### config.mk
export PLATFORM = sky130hd
export DESIGN_NAME = mem_window_mapper
export DESIGN_NICKNAME = d
export VERILOG_FILES = /design/src/rtl/mapper_pkg.sv /design/src/rtl/mapper_rst_sync.sv /design/src/rtl/mapper_ctrl_regs.sv /design/src/rtl/mapper_decode.sv /design/src/rtl/mapper_rdata.sv /design/src/rtl/mem_window_mapper.sv
export SDC_FILE = /design/constraint.sdc
export NUM_CORES = 1
export LEC_CHECK = 0
export ABC_AREA = 1
export BUFFER_PORTS_ARGS = -buffer_cell sky130_fd_sc_hd__buf_2
export CAP_MARGIN = 30
export CORE_MARGIN = 5
export CORE_UTILIZATION = 29
export DETAILED_ROUTE_END_ITERATION = 6
export GPL_TIMING_DRIVEN = 0
export PLACE_DENSITY = 0.83
export SKIP_LAST_GASP = 1
export SYNTH_ARGS = -nofsm -noshare
export SYNTH_HDL_FRONTEND = slang
export SYNTH_SLANG_ARGS = --single-unit
### constraint.sdc
create_clock -name clk -period 1.2 [get_ports clk]
set_input_delay 0.24 -clock clk [delete_from_list [all_inputs] [get_ports clk]]
set_output_delay 0.24 -clock clk [all_outputs]
set_load 0.02 [all_outputs]
### src/rtl/mapper_pkg.sv
package mapper_pkg;

  localparam int BANK_W = 3;

  typedef enum logic [1:0] {
    RT_ROM  = 2'd0,
    RT_RAM  = 2'd1,
    RT_NONE = 2'd2
  } route_e;

  typedef struct packed {
    logic              overlay;
    logic [BANK_W-1:0] bank;
    logic              common;
  } map_ctrl_t;

endpackage

### src/rtl/mapper_rst_sync.sv
module mapper_rst_sync #(
  parameter int STAGES = 2
) (
  input  logic clk,
  input  logic rst_n,
  output logic rst_sync_n
);

  logic [STAGES-1:0] sync_q;
  logic [STAGES-1:0] sync_d;

  always_comb begin
    sync_d = {sync_q[STAGES-2:0], 1'b1};
  end

  always_ff @(posedge clk or negedge rst_n) begin
    if (!rst_n) begin
      sync_q <= '0;
    end else begin
      sync_q <= sync_d;
    end
  end

  assign rst_sync_n = sync_q[STAGES-1];

endmodule

### src/rtl/mapper_ctrl_regs.sv
module mapper_ctrl_regs
  import mapper_pkg::*;
#(
  parameter int         IO_AW      = 8,
  parameter int         DATA_W     = 8,
  parameter logic [2:0] OVL_GROUP  = 3'b011,
  parameter logic [2:0] BANK_GROUP = 3'b110,
  parameter int         OVL_BIT    = 0,
  parameter int         BANK_LSB   = 1,
  parameter int         COMMON_BIT = 6
) (
  input  logic              clk,
  input  logic              rst_n,
  input  logic              io_we,
  input  logic [IO_AW-1:0]  io_addr,
  input  logic [DATA_W-1:0] io_wdata,
  output map_ctrl_t         ctrl
);

  localparam int GROUP_MSB = IO_AW - 1;

  logic [2:0] io_group;
  logic       ovl_en;
  logic       bank_en;
  map_ctrl_t  ctrl_q;
  map_ctrl_t  ctrl_d;

  assign io_group = io_addr[GROUP_MSB -: 3];
  assign ovl_en   = io_we && (io_group == OVL_GROUP);
  assign bank_en  = io_we && (io_group == BANK_GROUP);

  always_comb begin
    ctrl_d = ctrl_q;
    if (ovl_en) begin
      ctrl_d.overlay = io_wdata[OVL_BIT];
    end
    if (bank_en) begin
      ctrl_d.bank   = io_wdata[BANK_LSB +: BANK_W];
      ctrl_d.common = io_wdata[COMMON_BIT];
    end
  end

  always_ff @(posedge clk or negedge rst_n) begin
    if (!rst_n) begin
      ctrl_q.overlay <= 1'b1;
      ctrl_q.bank    <= '0;
      ctrl_q.common  <= 1'b0;
    end else if (ovl_en || bank_en) begin
      ctrl_q <= ctrl_d;
    end
  end

  assign ctrl = ctrl_q;

  AST_OVL_LOAD: assert property (@(posedge clk) disable iff (!rst_n)
    (io_we && io_addr[GROUP_MSB -: 3] == OVL_GROUP) |=> ctrl.overlay == $past(io_wdata[OVL_BIT]));

  AST_BANK_LOAD: assert property (@(posedge clk) disable iff (!rst_n)
    (io_we && io_addr[GROUP_MSB -: 3] == BANK_GROUP) |=>
      (ctrl.bank == $past(io_wdata[BANK_LSB +: BANK_W]) && ctrl.common == $past(io_wdata[COMMON_BIT])));

  AST_CTRL_HOLD: assert property (@(posedge clk) disable iff (!rst_n)
    (!io_we || (io_addr[GROUP_MSB -: 3] != OVL_GROUP && io_addr[GROUP_MSB -: 3] != BANK_GROUP)) |=> $stable(ctrl));

endmodule

### src/rtl/mapper_decode.sv
module mapper_decode
  import mapper_pkg::*;
#(
  parameter int              ADDR_W      = 16,
  parameter int              DATA_W      = 8,
  parameter int              ROM_AW      = 11,
  parameter logic [ADDR_W-1:0] OVL_LIMIT   = 16'h8000,
  parameter logic [ADDR_W-1:0] COMMON_BASE = 16'hE000
) (
  input  map_ctrl_t          ctrl,
  input  logic               mem_req,
  input  logic               mem_we,
  input  logic [ADDR_W-1:0]  mem_addr,
  input  logic [DATA_W-1:0]  mem_wdata,
  output route_e             route,
  output logic               ram_cs,
  output logic               ram_we,
  output logic [ADDR_W-1:0]  ram_addr,
  output logic [DATA_W-1:0]  ram_wdata,
  output logic               rom_cs,
  output logic [ROM_AW-1:0]  rom_addr
);

  logic in_low;
  logic in_common;
  logic bank_off;

  assign in_low    = mem_addr < OVL_LIMIT;
  assign in_common = mem_addr > COMMON_BASE;
  assign bank_off  = |ctrl.bank;

  // Fixed priority: overlay, common window, bank check, flat RAM.
  always_comb begin
    if (ctrl.overlay && in_low) begin
      route = RT_ROM;
    end else if (ctrl.common && in_common) begin
      route = RT_RAM;
    end else if (bank_off) begin
      route = RT_NONE;
    end else begin
      route = RT_RAM;
    end
  end

  always_comb begin
    ram_cs = mem_req && (route == RT_RAM);
    ram_we = ram_cs && mem_we;
    rom_cs = mem_req && (route == RT_ROM) && !mem_we;
  end

  assign ram_addr  = mem_addr;
  assign ram_wdata = mem_wdata;

  generate
    if (ROM_AW < ADDR_W) begin : g_rom_alias
      assign rom_addr = mem_addr[ROM_AW-1:0];
    end else begin : g_rom_full
      assign rom_addr = mem_addr[ROM_AW-1:0];
    end
  endgenerate

endmodule

### src/rtl/mapper_rdata.sv
module mapper_rdata
  import mapper_pkg::*;
#(
  parameter int              DATA_W     = 8,
  parameter logic [DATA_W-1:0] FLOAT_BYTE = '1
) (
  input  logic              clk,
  input  logic              rst_n,
  input  logic              mem_req,
  input  logic              mem_we,
  input  route_e            route,
  input  logic [DATA_W-1:0] ram_rdata,
  input  logic [DATA_W-1:0] rom_rdata,
  output logic [DATA_W-1:0] mem_rdata,
  output logic              mem_rvalid
);

  route_e route_q;
  route_e route_d;
  logic   rvalid_q;
  logic   rvalid_d;
  logic   capture_en;

  assign capture_en = mem_req && !mem_we;

  always_comb begin
    rvalid_d = capture_en;
    route_d  = capture_en ? route : route_q;
  end

  always_ff @(posedge clk or negedge rst_n) begin
    if (!rst_n) begin
      rvalid_q <= 1'b0;
      route_q  <= RT_NONE;
    end else begin
      rvalid_q <= rvalid_d;
      if (capture_en) begin
        route_q <= route_d;
      end
    end
  end

  always_comb begin
    unique case (route_q)
      RT_ROM:  mem_rdata = rom_rdata;
      RT_RAM:  mem_rdata = ram_rdata;
      default: mem_rdata = FLOAT_BYTE;
    endcase
  end

  assign mem_rvalid = rvalid_q;

  AST_RVALID_NEXT: assert property (@(posedge clk) disable iff (!rst_n)
    (mem_req && !mem_we) |=> mem_rvalid);

  AST_NO_RVALID_IDLE: assert property (@(posedge clk) disable iff (!rst_n)
    !(mem_req && !mem_we) |=> !mem_rvalid);

endmodule

### src/rtl/mem_window_mapper.sv
module mem_window_mapper
  import mapper_pkg::*;
#(
  parameter int                ADDR_W      = 16,
  parameter int                DATA_W      = 8,
  parameter int                ROM_AW      = 11,
  parameter int                IO_AW       = 8,
  parameter logic [ADDR_W-1:0] OVL_LIMIT   = 16'h8000,
  parameter logic [ADDR_W-1:0] COMMON_BASE = 16'hE000
) (
  input  logic              clk,
  input  logic              rst_n,
  input  logic              mem_req,
  input  logic              mem_we,
  input  logic [ADDR_W-1:0] mem_addr,
  input  logic [DATA_W-1:0] mem_wdata,
  output logic [DATA_W-1:0] mem_rdata,
  output logic              mem_rvalid,
  input  logic              io_we,
  input  logic [IO_AW-1:0]  io_addr,
  input  logic [DATA_W-1:0] io_wdata,
  output logic              ram_cs,
  output logic              ram_we,
  output logic [ADDR_W-1:0] ram_addr,
  output logic [DATA_W-1:0] ram_wdata,
  input  logic [DATA_W-1:0] ram_rdata,
  output logic              rom_cs,
  output logic [ROM_AW-1:0] rom_addr,
  input  logic [DATA_W-1:0] rom_rdata
);

  logic      rst_sync_n;
  map_ctrl_t ctrl;
  route_e    route;

  mapper_rst_sync #(.STAGES(2)) rst_sync_i (
    .clk        (clk),
    .rst_n      (rst_n),
    .rst_sync_n (rst_sync_n)
  );

  mapper_ctrl_regs #(
    .IO_AW  (IO_AW),
    .DATA_W (DATA_W)
  ) ctrl_i (
    .clk      (clk),
    .rst_n    (rst_sync_n),
    .io_we    (io_we),
    .io_addr  (io_addr),
    .io_wdata (io_wdata),
    .ctrl     (ctrl)
  );

  mapper_decode #(
    .ADDR_W      (ADDR_W),
    .DATA_W      (DATA_W),
    .ROM_AW      (ROM_AW),
    .OVL_LIMIT   (OVL_LIMIT),
    .COMMON_BASE (COMMON_BASE)
  ) decode_i (
    .ctrl      (ctrl),
    .mem_req   (mem_req),
    .mem_we    (mem_we),
    .mem_addr  (mem_addr),
    .mem_wdata (mem_wdata),
    .route     (route),
    .ram_cs    (ram_cs),
    .ram_we    (ram_we),
    .ram_addr  (ram_addr),
    .ram_wdata (ram_wdata),
    .rom_cs    (rom_cs),
    .rom_addr  (rom_addr)
  );

  mapper_rdata #(.DATA_W(DATA_W)) rdata_i (
    .clk        (clk),
    .rst_n      (rst_sync_n),
    .mem_req    (mem_req),
    .mem_we     (mem_we),
    .route      (route),
    .ram_rdata  (ram_rdata),
    .rom_rdata  (rom_rdata),
    .mem_rdata  (mem_rdata),
    .mem_rvalid (mem_rvalid)
  );

  AST_CS_EXCL: assert property (@(posedge clk) disable iff (!rst_sync_n)
    !(ram_cs && rom_cs));

  AST_ROM_ONLY_LOW: assert property (@(posedge clk) disable iff (!rst_sync_n)
    rom_cs |-> (ctrl.overlay && !mem_we && mem_addr < OVL_LIMIT));

  AST_NO_LOW_WRITE: assert property (@(posedge clk) disable iff (!rst_sync_n)
    (ctrl.overlay && mem_req && mem_we && mem_addr < OVL_LIMIT) |-> !ram_we);

  AST_COMMON_REACH: assert property (@(posedge clk) disable iff (!rst_sync_n)
    (ctrl.common && mem_req && mem_addr > COMMON_BASE) |-> ram_cs);

  AST_FLOAT_FF: assert property (@(posedge clk) disable iff (!rst_sync_n)
    (mem_req && !mem_we && !ram_cs && !rom_cs) |=> mem_rdata == '1);

endmodule

# [Word-level counts from Yosys, hierarchy flattened]
# Index checks and enable logic that the tools add are counted.
[classes] n_reduce_logical=16 muxes=4 eq_ne=4 order_cmp=2
[op_table] operator="greater-than comparator 16 bit (second input constant)" count=1
[op_table] operator="< comparator 16 bit (second input constant)" count=1
[op_table] operator="one-hot mux 8 bit (2 select lines)" count=1
[op_table] operator="logical AND 1 bit" count=9
[op_table] operator="two-way mux 2 bit" count=3
[op_table] operator="equality test 2 x 1 -> 1 bit (second input constant)" count=2
[op_table] operator="zero test 2 bit" count=2
[op_table] operator="AND reduction 2 bit" count=2
[op_table] operator="equality test 3 x 2 -> 1 bit (second input constant)" count=1
[op_table] operator="equality test 3 bit (second input constant)" count=1
[op_table] operator="OR reduction 3 bit" count=1
[op_table] operator="zero test 1 bit" count=1
[op_table] operator="logical OR 1 bit" count=1
[totals] elab_cells=32 inputBits=61 register_bits=10 output_inout_bits=47

# [Longest topological paths before layout]
# Gate-level depths: netlist (run 1).
[depth] word_depth=7 mapped_depth=8 depth_no_buf=8

# [By module]
# A second synthesis (run 1) with hierarchy kept.
[hier_totals] hier_cells=138 hier_area_um2=939.7
[by_module_without_submodules] module="mapper_decode" instances=1 seq_area_each_um2=0.0 cells_each=66 area_per_inst_um2=400.4
[by_module_without_submodules] module="mapper_rdata" instances=1 seq_area_each_um2=76.3 cells_each=41 area_per_inst_um2=256.5
[by_module_without_submodules] module="mapper_ctrl_regs" instances=1 seq_area_each_um2=126.4 cells_each=28 area_per_inst_um2=229.0
[by_module_without_submodules] module="mapper_rst_sync" instances=1 seq_area_each_um2=50.0 cells_each=3 area_per_inst_um2=53.8

# [Worst setup path before layout (run 1)]
# No wires, ideal clock.
[synth_path] path_type="reg2out" startpoint="register ctrl_i.ctrl_q, in the netlist ctrl_i.ctrl[4]" endpoint="output port rom_cs" n_path_buf=0 stages_incl_launch_ff=4 t_arrival_ns=1.127 setup_slack_ns=-0.167 path_cell_list="dfstp_2 > inv_1 > or2_2 > nor2_1"
[synth_via] elab_chain_len=5
[synth_rtl] item="start: declaration" line="mapper_ctrl_regs.sv:25" text="map_ctrl_t ctrl_q;"
[synth_rtl] item="start signal: assignment" line="mapper_ctrl_regs.sv:49" text="ctrl_q <= ctrl_d;"
[synth_rtl] item="logical AND 1 bit" line="mapper_decode.sv:34" text="if (ctrl.overlay && in_low) begin"
[synth_rtl] item="two-way mux 2 bit" line="mapper_decode.sv:34"
[synth_rtl] item="zero test 2 bit" line="mapper_decode.sv:48" text="rom_cs = mem_req && (route == RT_ROM) && !mem_we;"
[synth_rtl] item="logical AND 1 bit (2 in series)" line="mapper_decode.sv:48"
[synth_rtl] item="end: declaration" line="mem_window_mapper.sv:27" text="output logic rom_cs,"
# Every way passes these cells.

# [Worst setup path in the final report (run 1)]
[layout_path] startpoint="register ctrl_i.ctrl_q, in the netlist ctrl_i.ctrl[2]" endpoint="output port ram_we"
[layout_via] elab_chain_len=7
[layout_rtl] item="OR reduction 3 bit" line="mapper_decode.sv:30" text="assign bank_off = |ctrl.bank;"
[layout_rtl] item="two-way mux 2 bit" line="mapper_decode.sv:38" text="end else if (bank_off) begin"
[layout_rtl] item="two-way mux 2 bit" line="mapper_decode.sv:36" text="end else if (ctrl.common && in_common) begin"
[layout_rtl] item="two-way mux 2 bit" line="mapper_decode.sv:34"
[layout_rtl] item="equality test 2 x 1 -> 1 bit" line="mapper_decode.sv:46" text="ram_cs = mem_req && (route == RT_RAM);"
[layout_rtl] item="logical AND 1 bit" line="mapper_decode.sv:46"
[layout_rtl] item="logical AND 1 bit" line="mapper_decode.sv:47" text="ram_we = ram_cs && mem_we;"
[layout_rtl] item="end: declaration" line="mem_window_mapper.sv:23" text="output logic ram_we,"
# Every way passes these cells.

==> flow_metrics.py, run 1 <==
metrics = {
    "floorplanning": {
        "core_um2": 2805,
        "die_area_um2": 4184,
        "io_pins": 108,
        "start_util_pct": 30.91,
        "die_y_um": 64.68,
        "rows": 19,
        "fp.dieW_um": 64.68,
    },
    "timing": {
        "maxClockFrequency_ghz": 0.6142,
        "fin_worst_skew_ps": 3.657,
        "worst_hold_slack_ps": 120.7,
        "hold_viol_final": 0,
        "rsz0062_at_grt": "yes",
        "report.final.slew_viol_count": 0,
        "setup_viol": 13,
        "finalCritPeriodShare_pct": 135.7,
        "period_minus_slack_ps": 1628,
        "fin_ws_ps": -428.2,
    },
    "detailed_routing": {
        "drtIter0Drc": 22,
        "drc": 0,
        "via_per_inst": 4.175,
        "finalWirelength_mm": 2.790,
        "drt_first_pass_iters": 4,
        "dr_total_vias": 1048,
        "wl_per_cell_um": 11.12,
        "ant_nets": 0,
    },
    "min_path": {
        "worst_hold_path_type": "reg2async",
    },
    "yosys": {
        "ys_seq_area_share_pct": 29.15,
        "postSynthAreaPerCell_um2": 7.226,
        "synth_top_area_share_pct": 30.30,
        "yosys.cell_types.count": 18,
        "synthFlopType": "dfrtp_1",
        "yosys_warnings": 0,
        "synthMostInstantiatedCell": "buf_4",
        "synth_top_area_cell": "buf_4",
        "synth-edff-count": 0,
        "syn-cell-area_um2": 867.1,
        "synthTopCellsByArea": "buf_4 30%, dfrtp_1 23%, nand2_1 12%, dfstp_2 6.1%, nor2_1 6.1%",
        "synthTopCellsByCount": "35 x buf_4, 28 x nand2_1, 14 x nor2_1",
        "synth_seq_cells": 10,
        "synth_cells": 120,
        "syn_nets": 181,
        "synthArstFlopShare_pct": 100.0,
    },
    "placed_design": {
        "port-buffer-count": 91,
        "dp.final_hpwl_mm": 2.227,
        "placed_area_um2": 1369,
        "dp_cells": 242,
        "place_ws_ps": -229.9,
        "gp_congestion": 0.6792,
    },
    "worst_setup_path": {
        "r2r.worst_path.cells": 6,
        "crit_chain": "or3_4 -> nand2_4 -> nand3_4 -> nor2_4 -> buf_6",
        "startpoint": "ctrl_i.ctrl[2]",
        "worstSetupEndpoint": "ram_we",
        "critPathKind": "reg2out",
        "start_kind": "register",
        "endpoint_kind": "output port",
        "cp.buffers_inverters": 1,
        "cp_max_fo": 2,
        "r2r-start": "ctrl_i.ctrl[4]",
        "cpPeakStageDelay_ps": 400,
        "r2r-end": "rdata_i.route_q[0]",
        "required_ps": 960,
        "r2r_slack_ps": -100,
        "crit_family": "simple AND/OR/NAND/NOR gates",
        "arrival_ps": 1390,
        "path_depth": 5,
        "cp_slowest_cell": "or3_4",
    },
    "cells_and_area": {
        "multi_input_area_um2": 415.4,
        "regArea_um2": 252.7,
        "antenna_cells": 0,
        "nFillCells": 268,
        "final_net_count": 282,
        "syn2layout_area_growth_pct": 86.44,
        "drive_gt1_share_pct": 75.91,
        "stdcell_count": 251,
        "stdcell_area_um2": 1617,
    },
    "grt": {
        "grt_pass1_vias": 968,
        "grt_pass1_wl_mm": 4.022,
        "antenna_found_initial": 0,
        "grt-ovfl-total": 0,
        "grt_max_degree": 10,
        "grt_usage_pct": 11.88,
    },
    "clocking": {
        "numCtsBuffers": 3,
        "clock_sinks": 10,
        "clk_latency_ps": 260,
        "root_buffer": "clkbuf_4",
        "clk_pin_slew_ps": 60,
        "clockBufferDepth": 2,
        "htreeDepth": 1,
        "cts_tree": "done",
    },
    "power": {
        "ir_worst_vdd_mv": 0.9812,
        "p_leak_nw": 0.9413,
        "p_per_area_nw_per_um2": 1110,
        "power_w": 0.001794,
    },
    "status": {
        "status": "finished with violations",
        "violations": "setup timing",
    },
    "job": {
        "drv_cap": 0,
    },
}
==> through the flow <==
step | setup TNS [ps] | util, %
2_1_floorplan | -266.0 | -
3_3_place_gp | -1792 | 48.80
3_5_place_dp | -1971 | 48.80
4_1_cts | -3562 | 54.73
5_1_grt | -4708 | 57.63
6_report | -3729 | 57.63
==> logic make-up (layout without fill, tap and decap cells) <==
group | after synthesis | count (layout) | synth area share, %
AOI/OAI and AO/OA | 2 | 2 | 1.299
buffers and inverters | 45 | 145 | 34.63
DFF | 10 | 10 | 29.15
muxes | 4 | 4 | 5.194
other | 1 | 1 | 0.4325
and+or+nand+nor | 58 | 58 | 29.29
==> placed cells by master, fill, tap and decap left out, types with 2 or more instances in the layout <==
cell type	netlist	layout
nand2_2	1	7
mux2_2	4	4
nor2_1	14	11
dfstp_2	2	2
buf_2	0	80
nand3_2	1	8
dfrtp_1	8	8
nand2_1	28	21
inv_2	0	2
nand3_1	10	2
buf_6	0	12
nor2_4	0	3
buf_4	35	38
inv_1	9	7
clkbuf_4	0	3
==> sequential cells by signal, summed over array words and instances, names as in the netlist <==
register and flops:
ctrl_i.ctrl 5, rdata_i.mem_rvalid 1, rst_sync_i.sync_q 2, rdata_i.route_q 2
==> what timing repair did <==
item / 4_1_cts / 5_1_grt
buffers inserted: 3 / 1
endpoints found under the hold margin: 2 / 0
endpoints found under the setup margin: 11 / 13
gates resized for setup: 31 / 19
pin swaps: 13 / 14
hold buffers: 1 / 0
==> cell type report <==
type	count	area share (%)
plain buffers	35	16.25
clock buffers	4	2.245
inverters	10	2.632
multi-input cells	65	25.70
flip-flops and latches	10	15.63
well taps	31	2.399
repair buffers	96	35.14
==> power by group <==
group	switching [W]	internal (W)
combinational	0.000540	0.000512
clock	0.000105	0.000184
sequential	0.0000497	0.000403
==> how the worst min path moves through the flow <==
| stage | startpoint | endpoint | slack [ps] | depth (start not counted) |
|---|---|---|---|---|
| 4_1_cts | rst_sync_i.sync_q[1] | rdata_i.mem_rvalid | 140 | 0 |
| 3_3_place_gp | rst_n | rst_sync_i.sync_q[0] | 30 | 1 |
| 3_5_place_dp | rst_n | rst_sync_i.sync_q[0] | 30 | 1 |
| 5_1_grt | rst_sync_i.sync_q[1] | ctrl_i.ctrl[2] | 170 | 0 |
| 6_report | rst_sync_i.sync_q[1] | rdata_i.mem_rvalid | 120 | 0 |
| 2_1_floorplan | rst_n | rst_sync_i.sync_q[0] | -60 | 0 |
==> metal layers <==
layer	global-route usage, %	vias up	share of wire (%)	wire length [um]
met3	4.663	0	9.1	255
met4	0.7916	0	0	0
li1	-	532	-	-
met1	11.42	473	33	916
met5	0	-	0	0
met2	24.48	43	58	1618
Note: power is estimated with default switching activity, not from simulation.
==> run 2, diff against run 1 <==
ABC_AREA = not set   (was 1)
PLACE_DENSITY = 0.84   (was 0.83)
==> run 2 against run 1 <==
  * The flow still finishes with violations (setup timing)
  * Cell count is 9.2% lower
  * Non-clock buffer count grew 8
  * Synthesized area shrank 2.3%
  * Clock skew grew 3.1 ps
  * First-iteration DRC count up 32%
  * Cell area grew 0.39%
  * Maximum frequency up 6.1%
  * Register-to-register slack better by 130 ps
  * Critical path type unchanged
  * Largest cell class unchanged
==> flow_metrics.py, run 2 <==
metrics = {
    "worst_setup_path": {
        "critPathKind": "reg2out",
        "cp_slowest_cell": "dfrtp_1",
        "r2r_slack_ps": 30,
        "required_ps": 960,
        "cpPeakStageDelay_ps": 410,
        "arrival_ps": 1290,
        "crit_chain": "nor3_4 -> a21oi_4 -> nor3b_2 -> buf_4",
        "startpoint": "ctrl_i.ctrl[2]",
        "r2r-start": "ctrl_i.ctrl[2]",
        "start_kind": "register",
        "endpoint_kind": "output port",
        "cp_max_fo": 3,
    },
    "yosys": {
        "synth_top_area_share_pct": 31.91,
        "synthTopCellsByArea": "buf_4 32%, dfrtp_1 24%, a211o_1 8.3%, mux2_2 6.6%, dfstp_2 6.2%",
        "synth-edff-count": 0,
        "syn-cell-area_um2": 847.1,
        "synthArstFlopShare_pct": 100.0,
        "yosys.cell_types.count": 22,
        "postSynthAreaPerCell_um2": 9.308,
        "synth_top_area_cell": "buf_4",
        "syn_nets": 152,
        "synth_cells": 91,
        "synth_seq_cells": 10,
        "yosys_warnings": 0,
        "ys_seq_area_share_pct": 29.84,
        "synthTopCellsByCount": "36 x buf_4, 8 x a211o_1, 8 x dfrtp_1, 8 x nor2b_1, 5 x mux2_2",
        "synthFlopType": "dfrtp_1",
        "synthMostInstantiatedCell": "buf_4",
    },
    "min_path": {
        "worst_hold_path_type": "reg2async",
    },
    "detailed_routing": {
        "via_per_inst": 4.417,
        "drtIter0Drc": 29,
        "wl_met2_mm": 1.644,
        "finalWirelength_mm": 3.038,
        "dr_total_vias": 1007,
        "ant_nets": 0,
        "drc": 0,
        "wl_met3_um": 322,
        "top_layer": "met4",
        "drt_first_pass_iters": 4,
        "m1WireLength_mm": 1.045,
        "wl_per_cell_um": 13.32,
    },
    "cells_and_area": {
        "layout_commonest_cell": "buf_2",
        "stdcell_area_um2": 1623,
        "nFillCells": 273,
        "antenna_cells": 0,
        "final_cell_mix": "76 x buf_2, 46 x buf_4, 16 x buf_6",
        "drive_gt1_share_pct": 80.71,
        "largest_reg_flops": 5,
        "syn2layout_area_growth_pct": 91.58,
        "final_net_count": 259,
    },
    "clocking": {
        "root_buffer": "clkbuf_4",
        "numCtsBuffers": 3,
        "htreeDepth": 1,
        "cts_tree": "done",
        "clockBufferDepth": 2,
        "clock_sinks": 10,
        "clk_pin_slew_ps": 60,
        "clk_latency_ps": 260,
    },
    "timing": {
        "maxClockFrequency_ghz": 0.6515,
        "finalCritPeriodShare_pct": 127.9,
        "setup_viol": 11,
        "report.final.slew_viol_count": 0,
        "fin_ws_ps": -334.8,
        "fin_worst_skew_ps": 6.785,
        "rsz0062_at_grt": "yes",
        "period_minus_slack_ps": 1535,
        "hold_viol_final": 0,
    },
    "job": {
        "drv_cap": 0,
    },
    "floorplanning": {
        "io_pins": 108,
        "core_um2": 2781,
        "rows": 19,
        "fp.dieW_um": 64.05,
        "die_y_um": 64.05,
        "start_util_pct": 30.45,
        "die_area_um2": 4102,
    },
    "power": {
        "ir_worst_vdd_mv": 0.8458,
        "p_per_area_nw_per_um2": 1075,
        "p_leak_nw": 0.8998,
    },
    "grt": {
        "grt_pass1_wl_mm": 4.747,
        "grt_max_degree": 10,
        "grt_usage_pct": 14.16,
        "grt-ovfl-total": 0,
        "grt_pass1_vias": 1055,
        "antenna_found_initial": 0,
    },
    "status": {
        "status": "finished with violations",
        "violations": "setup timing",
    },
    "placed_design": {
        "gp_congestion": 0.6777,
        "placed_area_um2": 1378,
        "port-buffer-count": 91,
        "place_ws_ps": -339.0,
        "dp.final_hpwl_mm": 2.438,
    },
}
run 2: repair_timing:
| item | CTS | global route |
|---|---|---|
| hold buffers | 1 | 0 |
| buffers inserted | 8 | 2 |
| cloned | 1 | 0 |
| gates resized for setup | 20 | 15 |
| setup endpoints to repair | 11 | 12 |
| pin swaps | 8 | 9 |
| endpoints found under the hold margin | 2 | 0 |
run 2: area by class of cell:
cell class	instances	area [um2]	area share (%)
Multi-Input combinational cell	43	384.1	23.67
Sequential cell	10	254.0	15.65
Buffer	36	274.0	16.89
Timing Repair Buffer	103	641.9	39.55
Tap cell	31	38.79	2.390
Inverter	1	3.754	0.2313
Clock buffer	4	26.28	1.619
run 2: final timing paths:
kind | endpoint | cells after the start
min in group clk | ctrl_i.ctrl[1] | 2
hold / removal | ctrl_i.ctrl[2] | 0
setup / recovery | ram_we | 4
max in group asynchronous | ctrl_i.ctrl[4] | 0
setup reg to reg | rdata_i.route_q[0] | 5
hold reg to reg | ctrl_i.ctrl[2] | 0
run 2: layer usage:
layer / vias up / global-route usage, %
li1: 489 / -
met1: 459 / 15.92
met2: 55 / 26.26
met3: 4 / 3.327
met4: 0 / 3.896
met5: - / 0
run 2: critical path, delay by kind of cell (launching register included):
family,cells,cell delay (ps)
compound gates,1,60
buf+inv,1,160
flops,1,410
simple gates,2,410
run 2: cell families (layout without fill, tap and decap cells):
| kind of cell | after synthesis | after routing | synth area share, % |
|---|---|---|---|
| AND/OR/NAND/NOR | 25 | 25 | 19.06 |
| multiplexers | 5 | 5 | 6.646 |
| flip-flops | 10 | 10 | 29.84 |
| AO/OA/AOI/OAI | 12 | 12 | 11.23 |
| other | 1 | 1 | 0.4427 |
| buffers and inverters | 38 | 144 | 32.79 |
run 2: stage by stage:
stage          cells  power (W)  setup TNS [ps]  utilization (%)  hold WS [ps]
2_1_floorplan     91  0.0009764          -13.19                -        -55.59
3_3_place_gp     213   0.001241           -1749            49.53         26.82
3_5_place_dp     213   0.001252           -1836            49.53         26.40
4_1_cts          226   0.001653           -3361            56.01         143.5
5_1_grt          228   0.001864           -3872            58.34         171.9
6_report         228   0.001745           -3113            58.34         128.3
run 2: report_power, final:
part	total (W)	switching, W	internal (W)	leakage (nW)
registers	0.000490	0.0000801	0.000410	0.117
clock network	0.000234	0.000106	0.000128	0.0150
logic	0.00102	0.000451	0.000569	0.768
total	0.00175	0.000638	0.00111	0.900
